===== src/rtl/fsd_pkg.sv =====
package fsd_pkg;
   typedef enum logic [2:0] {
      S_IDLE, S_HOLD, S_WRITE, S_FIN, S_FAULT
   } fsd_state_e;

   typedef enum logic [1:0] {
      FC_NONE = 2'd0,
      FC_DNA  = 2'd1,
      FC_MATH = 2'd2
   } fsd_fault_e;

   localparam logic [15:0] CW_DEFAULT = 16'h037F;
   localparam logic [15:0] SW_DEFAULT = 16'h0000;
   localparam logic [15:0] TW_DEFAULT = 16'hFFFF;

   localparam int ENV16_WORDS = 7;
   localparam int ENV32_WORDS = 14;
endpackage


===== src/rtl/fsd_fault_chk.sv =====
module fsd_fault_chk
   import fsd_pkg::*;
#(
   parameter int CR_W   = 4,
   parameter int EM_BIT = 2,
   parameter int TS_BIT = 3
) (
   input  logic [CR_W-1:0] cr_i,
   input  logic            chk_wait_i,
   input  logic            pend_i,
   output fsd_fault_e      code_o
);
   generate
      if (EM_BIT >= CR_W || TS_BIT >= CR_W) begin : g_bad_cr
         $error("fsd_fault_chk: control bit index outside CR_W");
      end
   endgenerate

   // Device-not-available outranks the math fault
   always_comb begin
      if (cr_i[EM_BIT] || cr_i[TS_BIT])
         code_o = FC_DNA;
      else if (chk_wait_i && pend_i)
         code_o = FC_MATH;
      else
         code_o = FC_NONE;
   end
endmodule


===== src/rtl/fsd_word_sel.sv =====
module fsd_word_sel
   import fsd_pkg::*;
#(
   parameter int REG_W = 80,
   parameter int NREG  = 8,
   parameter int DP_W  = 32,
   parameter int IP_W  = 32,
   parameter int OP_W  = 11,
   parameter int IDX_W = 6
) (
   input  logic [IDX_W-1:0]       idx_i,
   input  logic                   size32_i,
   input  logic [15:0]            cw_i,
   input  logic [15:0]            sw_i,
   input  logic [15:0]            tw_i,
   input  logic [DP_W-1:0]        dp_i,
   input  logic [IP_W-1:0]        ip_i,
   input  logic [OP_W-1:0]        op_i,
   input  logic [NREG*REG_W-1:0]  st_i,
   output logic [15:0]            word_o
);
   localparam int STK_WORDS = NREG * (REG_W / 16);

   logic [15:0] st_words [STK_WORDS];
   logic [31:0] dp32, ip32;
   logic [15:0] op16;
   logic [IDX_W-1:0] env_n, stk_idx;

   // Stack words are contiguous because REG_W is a multiple of 16
   genvar g;
   generate
      for (g = 0; g < STK_WORDS; g++) begin : g_stk
         assign st_words[g] = st_i[g*16 +: 16];
      end
   endgenerate

   assign dp32    = 32'(dp_i);
   assign ip32    = 32'(ip_i);
   assign op16    = 16'(op_i);
   assign env_n   = size32_i ? IDX_W'(ENV32_WORDS) : IDX_W'(ENV16_WORDS);
   assign stk_idx = idx_i - env_n;

   always_comb begin
      word_o = '0;
      if (idx_i < env_n) begin
         if (size32_i) begin
            case (int'(idx_i))
               0:  word_o = cw_i;
               2:  word_o = sw_i;
               4:  word_o = tw_i;
               6:  word_o = dp32[15:0];
               7:  word_o = dp32[31:16];
               8:  word_o = ip32[15:0];
               9:  word_o = ip32[31:16];
               10: word_o = op16;
               default: word_o = '0;
            endcase
         end else begin
            case (int'(idx_i))
               0: word_o = cw_i;
               1: word_o = sw_i;
               2: word_o = tw_i;
               3: word_o = dp32[15:0];
               4: word_o = ip32[15:0];
               5: word_o = op16;
               default: word_o = '0;
            endcase
         end
      end else if (int'(stk_idx) < STK_WORDS) begin
         word_o = st_words[stk_idx];
      end
   end
endmodule


===== src/rtl/fsd_state_dump.sv =====
module fsd_state_dump
   import fsd_pkg::*;
#(
   parameter int ADDR_W = 32,
   parameter int REG_W  = 80,
   parameter int NREG   = 8,
   parameter int DP_W   = 32,
   parameter int IP_W   = 32,
   parameter int OP_W   = 11,
   parameter int CR_W   = 4
) (
   input  logic                   clk,
   input  logic                   rst_n,
   input  logic                   start_i,
   input  logic [ADDR_W-1:0]      base_addr_i,
   input  logic                   size32_i,
   input  logic                   chk_wait_i,
   input  logic                   fpu_idle_i,
   input  logic [CR_W-1:0]        cr_i,
   input  logic                   pend_unmasked_i,
   input  logic [15:0]            cw_i,
   input  logic [15:0]            sw_i,
   input  logic [15:0]            tw_i,
   input  logic [DP_W-1:0]        dp_i,
   input  logic [IP_W-1:0]        ip_i,
   input  logic [OP_W-1:0]        op_i,
   input  logic [NREG*REG_W-1:0]  st_i,
   output logic                   mw_valid_o,
   output logic [ADDR_W-1:0]      mw_addr_o,
   output logic [15:0]            mw_data_o,
   input  logic                   mw_ready_i,
   output logic                   busy_o,
   output logic                   done_o,
   output logic [1:0]             fault_code_o,
   output logic                   ld_en_o,
   output logic [15:0]            ld_cw_o,
   output logic [15:0]            ld_sw_o,
   output logic [15:0]            ld_tw_o,
   output logic [DP_W-1:0]        ld_dp_o,
   output logic [IP_W-1:0]        ld_ip_o,
   output logic [OP_W-1:0]        ld_op_o
);
   localparam int REG_WORDS = REG_W / 16;
   localparam int STK_WORDS = NREG * REG_WORDS;
   localparam int LAST16    = ENV16_WORDS + STK_WORDS - 1;
   localparam int LAST32    = ENV32_WORDS + STK_WORDS - 1;
   localparam int IDX_W     = $clog2(LAST32 + 1);

   generate
      if (REG_W % 16 != 0) begin : g_bad_reg
         $error("fsd_state_dump: REG_W must be a multiple of 16");
      end
      if (DP_W > 32 || IP_W > 32 || OP_W > 16) begin : g_bad_ptr
         $error("fsd_state_dump: pointer or opcode width too large");
      end
   endgenerate

   fsd_state_e       state_q;
   logic [IDX_W-1:0] idx_q, last_idx;
   logic [ADDR_W-1:0] base_q;
   logic             size32_q, wait_q;
   fsd_fault_e       code_q, chk_code;

   fsd_fault_chk #(.CR_W(CR_W), .EM_BIT(2), .TS_BIT(3)) u_fault (
      .cr_i       (cr_i),
      .chk_wait_i (wait_q),
      .pend_i     (pend_unmasked_i),
      .code_o     (chk_code)
   );

   fsd_word_sel #(
      .REG_W(REG_W), .NREG(NREG), .DP_W(DP_W), .IP_W(IP_W),
      .OP_W(OP_W), .IDX_W(IDX_W)
   ) u_sel (
      .idx_i    (idx_q),
      .size32_i (size32_q),
      .cw_i     (cw_i),
      .sw_i     (sw_i),
      .tw_i     (tw_i),
      .dp_i     (dp_i),
      .ip_i     (ip_i),
      .op_i     (op_i),
      .st_i     (st_i),
      .word_o   (mw_data_o)
   );

   assign last_idx = size32_q ? IDX_W'(LAST32) : IDX_W'(LAST16);

   always_ff @(posedge clk) begin
      if (!rst_n) begin
         state_q  <= S_IDLE;
         idx_q    <= '0;
         base_q   <= '0;
         size32_q <= 1'b0;
         wait_q   <= 1'b0;
         code_q   <= FC_NONE;
      end else begin
         case (state_q)
            S_IDLE: if (start_i) begin
               state_q  <= S_HOLD;
               base_q   <= base_addr_i;
               size32_q <= size32_i;
               wait_q   <= chk_wait_i;
               code_q   <= FC_NONE;
               idx_q    <= '0;
            end
            S_HOLD: if (fpu_idle_i) begin
               if (chk_code != FC_NONE) begin
                  code_q  <= chk_code;
                  state_q <= S_FAULT;
               end else begin
                  state_q <= S_WRITE;
               end
            end
            S_WRITE: if (mw_ready_i) begin
               if (idx_q == last_idx) state_q <= S_FIN;
               else                   idx_q   <= idx_q + 1'b1;
            end
            default: state_q <= S_IDLE;
         endcase
      end
   end

   assign busy_o       = (state_q != S_IDLE);
   assign mw_valid_o   = (state_q == S_WRITE);
   assign mw_addr_o    = base_q + ADDR_W'({idx_q, 1'b0});
   assign done_o       = (state_q == S_FIN) || (state_q == S_FAULT);
   assign ld_en_o      = (state_q == S_FIN);
   assign fault_code_o = code_q;
   assign ld_cw_o      = CW_DEFAULT;
   assign ld_sw_o      = SW_DEFAULT;
   assign ld_tw_o      = TW_DEFAULT;
   assign ld_dp_o      = '0;
   assign ld_ip_o      = '0;
   assign ld_op_o      = '0;
endmodule


===== config.mk =====
export PLATFORM = sky130hd
export DESIGN_NAME = fsd_state_dump
export DESIGN_NICKNAME = d
export VERILOG_FILES = /design/src/rtl/fsd_pkg.sv /design/src/rtl/fsd_fault_chk.sv /design/src/rtl/fsd_word_sel.sv /design/src/rtl/fsd_state_dump.sv
export SDC_FILE = /design/constraint.sdc
export NUM_CORES = 1
export LEC_CHECK = 0
export ABC_AREA = 0
export ABC_CLOCK_PERIOD_IN_PS = 3290
export CORE_AREA = 2 2 383 385
export DETAILED_ROUTE_END_ITERATION = 7
export DIE_AREA = 0 0 385 387
export DONT_BUFFER_PORTS = 1
export PLACE_DENSITY = 0.3
export SLEW_MARGIN = 10
export SYNTH_ARGS = -nofsm -noshare
export SYNTH_HDL_FRONTEND = slang
export SYNTH_SLANG_ARGS = --single-unit
export TNS_END_PERCENT = 100

===== constraint.sdc =====
create_clock -name clk -period 3.29 [get_ports clk]
set_input_delay 0.1645 -clock clk [delete_from_list [all_inputs] [get_ports clk]]
set_output_delay 0.1645 -clock clk [all_outputs]
set_load 0.005 [all_outputs]

* Word level (Yosys, flattened, before mapping)
Cells that the tools add are included.
Operators by class: add/sub/neg operators 3, magnitude comparators 3, equal/unequal tests 21, mux-type cells 26, bitwise operators 1, reductions and logical operators 13
Operators with widths (number):
- $pmux W16 S8 | 1
- $bmux W16 S6 | 1
- $pmux W16 S6 | 1
- $mux W16 | 5
- $add A32 B7 Y32 | 1
- $eq A6 B3 Y1 const B | 4
- $eq A6 B4 Y1 const B | 3
- $mux W6 | 3
- $mux W3 | 5
- $eq A6 B2 Y1 const B | 2
- $pmux W6 S2 | 1
- $reduce_and A4 Y1 | 3
- $mux W2 | 5
- $pmux W3 S3 | 1
- $ne A2 B2 Y1 const B | 4
- $ge A7 B7 Y1 const B | 1
- $not A6 Y7 | 1
- $add A6 B1 Y6 const B | 1
- $eq A3 B2 Y1 const B | 2
- $eq A6 B1 Y1 const B | 1
- $eq A6 B6 Y1 | 1
- $logic_not A6 Y1 | 1
- $lt A6 B6 Y1 | 1
- $lt A6 B6 Y1 const B | 1
- 13 further kinds | 17
Storage, ports and cells: register bits 45, input bits 807, word-level logic and storage cells 73

* Longest topological paths before layout
depth after elaboration 8, mapped depth 13, depth with buffers taken out 11

* Hierarchy
A second synthesis with hierarchy kept.
Second synthesis, totals: cells, all modules 1187, area, all modules 10860.4 um^2
By module, submodules not included:
- fsd_word_sel | instances 1, cells each 727, area each 7229.4 um^2
- fsd_state_dump | instances 1, cells each 458, area each 3612.2 um^2
- fsd_fault_chk | instances 1, cells each 2, area each 18.8 um^2

* Worst setup path after synthesis
Ideal clock, no wire load.
path kind register -> output, start point register idx_q[0], end point output port mw_data_o[2], data arrival time 2.534 ns, required time 3.125 ns, setup slack 0.591 ns, cell stages (with the launch flop) 12, buffers on the path 3, cell sequence dfxtp_1 -> inv_1 -> ha_1 -> inv_1 -> ha_1 -> buf_2 -> clkbuf_1 -> clkbuf_1 -> mux4_2 -> a221oi_1 -> o21ai_1 -> o21a_1
On the way: word-level cells in the longest chain between the ends 7, elaborated cells between the ends (all ways) 23, classes of those cells add/sub: 1; order compare: 2; eq/ne: 10; mux: 8; bitwise: 1; reduce/logical: 1
Ends and longest elaborated chain:
- from (decl) | line fsd_state_dump.sv:59 | logic [IDX_W-1:0] idx_q, last_idx;
- from (signal assigned) | line fsd_state_dump.sv:117 | else idx_q <= idx_q + 1'b1;
- $sub A6 B6 Y6 | line fsd_word_sel.sv:41 | assign stk_idx = idx_i - env_n;
- $not A6 Y7 (implied by the code) | line fsd_word_sel.sv:70 | word_o = st_words[stk_idx];
- $bmux W16 S6 | line fsd_word_sel.sv:70
- $mux W16 (implied by the code) (2 in series) | line fsd_word_sel.sv:70
- $mux W16 | line fsd_word_sel.sv:69 | end else if (int'(stk_idx) < STK_WORDS) begin
- $mux W16 * | line fsd_word_sel.sv:45 | if (idx_i < env_n) begin
- to (decl) | line fsd_state_dump.sv:30 | output logic [15:0] mw_data_o,
Mark *: on every way between the ends. The rest lies on a longest branch, timed or not. The select of a mux whose other input is x is not followed.

* Final worst setup path
start point register idx_q[0], end point output port mw_data_o[3]
Same word-level chain as after synthesis.

==> key figures <==
Logic synthesis
  • Cell count after synthesis: 1,156
  • FF+latch count, synth: 45
  • Yosys Warn Count: 0
  • Post-synthesis sequential area ratio: under 10%
  • Post-synth top area cell: mux4_2
  • Main flop type after synthesis: dfxtp_1
  • Ranking of synthesized cells by area: mux4_2 (33%), buf_4 (9.3%), dfxtp_1 (8.6%)
  • Top-area cell type share of the netlist area: between 30% and 40%
  • Syn_area_per_cell: a little over 9 um2
  • Fraction of registers with async set/reset: 0%
  • Post-synth EDFFs: 0
  • Mapped Area: about 11,000 um2
  • Library cells used by synthesis: between 60 and 70

CTS
  • Num CTS Buffers: 5
  • Root Buffer: clkbuf_16
  • CTS tree: done
  • Buffer depth of the longest clock path: 2
  • H-tree depth: 2
  • Clock sinks: 45
  • Clock latency on the worst-skew pair: around 320 ps
  • Clock-pin slew on the worst setup and hold paths: 80 ps

STA
  • Max-slew violation count: 0
  • Highest clock rate: roughly 0.31 GHz
  • Setup WS post-layout: roughly 110 ps
  • Final setup vio count: 0
  • Final count of hold timing violations: 0
  • RSZ-0062 raised after global routing: yes
  • Setup tns final: 0 ps
  • Post-route minimum period: 3181 ps
  • Rel. slew slack: between 60% and 70%
  • Final Skew: 12.43 ps
  • Worst slew pin tran: around 570 ps
  • Final period util: between 90% and 100%

Layout
  • P&R area growth vs syn: 43.59%
  • Share of layout cells above drive strength 1: a little over a third
  • Finished Layout Cells: ~3,200
  • Final net count: ~2,100
  • Most common cell after layout, fill and taps aside: nand2_1
  • Reg area: 907.1 um2
  • Commonest non-fill, non-tap cells in the layout: nand2_1 (198), mux4_2 (155), conb_1 (123)
  • Multi-input logic area: roughly 9000 um2
  • Fillers: 16,630

Detailed routing
  • DR iter-0 viols: around 1,300
  • Remaining antenna violation count: 0
  • Pre-antenna DRT Iters: 8
  • Total number of vias: approximately 12,000
  • Routed WL: 110,400 um
  • Drt drc: 0
  • Post-DR wirelength/cell: roughly 34 um
  • Vias per inst: about 3.6

Critical path
  • WP data required: approximately 3100 ps
  • Setup crit end: mw_data_o[3]
  • Setup slack, reg-to-reg: between 800 and 900 ps
  • CP Launch Type: register
  • Kind of critical path: register to primary output
  • Endpoint type of the worst setup path: primary output
  • FF-to-FF Start: idx_q[4]
  • Reg2Reg Depth: 9
  • Critical path fanouts, max: 12
  • CP startpoint: idx_q[0]
  • Reg-to-reg endpoint: idx_q[5]
  • Crit path DAT: a little over 3000 ps

GRT
  • Vias in the first global route: between 10,000 and 15,000
  • Largest net degree at the start of global routing: 46
  • Initial antenna violation count: 136
  • First-pass GRT wire length: between 100,000 and 150,000 um
  • Tot GR Track Use: 13.96%
  • GRT overflow: 0

Floorplanning
  • Die Wd: 385 um
  • Rows: 140
  • Num ports: between 900 and 1,000
  • Placeable Area: between 100,000 and 150,000 um2
  • Initial Util: 7.270%
  • Die H: around 390 um
  • Die area: ~150,000 um2

Placed design
  • Number of port buffers: 0
  • Placed insts: around 3,100
  • Post-DP HPWL: between 90,000 and 100,000 um
  • Final RePlAce weighted congestion: about 1.1
  • Post-place setup slack: -150.5 ps

Pwr
  • PD cells: around 190 nW/um2
  • Leakage power: between 0.004 and 0.005 uW
  • Maximum vdd drop: 214.4 uV

Run status
  • Status: finished, final reports clean

Run
  • Max-cap viol count: 0

Hold path
  • Worst Hold Depth: 2
  • HP Class: input port to register
-- worst max-delay path: stages, from the launching register on --
cell and delay, ps:
dfxtp_2 340, inv_2 50, ha_4 290, buf_12 170, buf_16 180, mux4_1 630, mux2_2 290, a221oi_1 380
o21ai_1 150, o21a_1 180
-- per-layer routing --
metal / share of wire (%) / routed length [um] / GRT usage [%] / vias to the layer above
met5: 0.47 / 518 / 0.2599 / -
met2: 47 / 51490 / 23.40 / 1008
met4: 1.9 / 2107 / 1.307 / 54
met1: 38 / 41800 / 16.20 / 5746
li1: - / - / - / 4560
met3: 13 / 14470 / 7.281 / 215
-- Yosys cell counts, drive strengths merged (2+ instances only) --
library cell and instances:
conb 2, nand4 7, buf 192, o22ai 6, clkbuf 42, a221oi 44
a21oi 35, o21ai 33, o21bai 2, xnor2 25, mux2 22, nand2b 6
nor2 36, mux2i 6, dfxtp 45, and2 6, a21o 6, or4b 2
ha 13, a21boi 36, nor4 5, a211o 2, and4 3, a22oi 34
xor2 12, inv 17, a31oi 28, nand2 202, a222oi 29, and3 12
nand3 40, nor3 8, o31a 5, nor2b 5, o2bb2ai 7, mux4 160
o21a 9, or3 2
-- cell families (layout without fill, tap and decap cells) --
kind of cell               after synthesis  after routing  synth area share, %
xor gates and xnor gates                37             37                3.148
buffers and inverters                  251            238                14.91
adders and majority gates               14             14                1.735
and+or+nand+nor                        337            337                14.30
AOI/OAI and AO/OA                      282            282                19.85
other                                    2            164              0.07131
DFF                                     45             45                8.554
muxes                                  188            188                37.42
-- how the worst min path moves through the flow --
| stage | from | to |
|---|---|---|
| global route | base_addr_i[29] | base_q[29] |
| detailed placement | rst_n | fault_code_o[1] |
| CTS | base_addr_i[29] | base_q[29] |
| global placement | rst_n | fault_code_o[1] |
| floorplan | base_addr_i[0] | base_q[0] |
| finish | base_addr_i[29] | base_q[29] |
-- cell type report --
type                       count  area share (%)
antenna                       41          0.6785
clock inverter                 3          0.3144
inverter                      17          0.4220
multi-input combinational    981           59.67
tap                         1917           15.86
sequential                    45           5.999
timing repair buffer         213           16.23
clock buffer                   5          0.8274
-- power by group --
group	total, uW	internal, uW	switching, uW
clock network	640	366	275
logic	1640	794	849
registers	609	574	35.6
-- per-stage QoR --
step	hold WS (ps)	util (%)	total power, uW	area [um2]
after global placement	296.5	9.080	2034	13150
after global routing	18.34	10.38	3079	15040
after detailed placement	301.7	9.080	2034	13150
after CTS	2.388	10.12	2927	14660
final	15.06	10.44	2892	15120
after floorplan	309.4	-	1567	10990
-- registers in the layout, summed over array words and instances, names as in the netlist --
signal / flops
base_q: 32
fault_code_o: 2
idx_q: 6
size32_q: 1
state_q: 3
wait_q: 1
-- timing repair --
action	4_1_cts	5_1_grt
hold buffers	31	0
gates resized for setup	79	53
gates cloned	8	4
hold endpoints to repair	39	0
setup buffers	39	13
pin swaps	12	19
endpoints found under the setup margin	17	18
No activity file was read; power rests on OpenSTA's default activity.
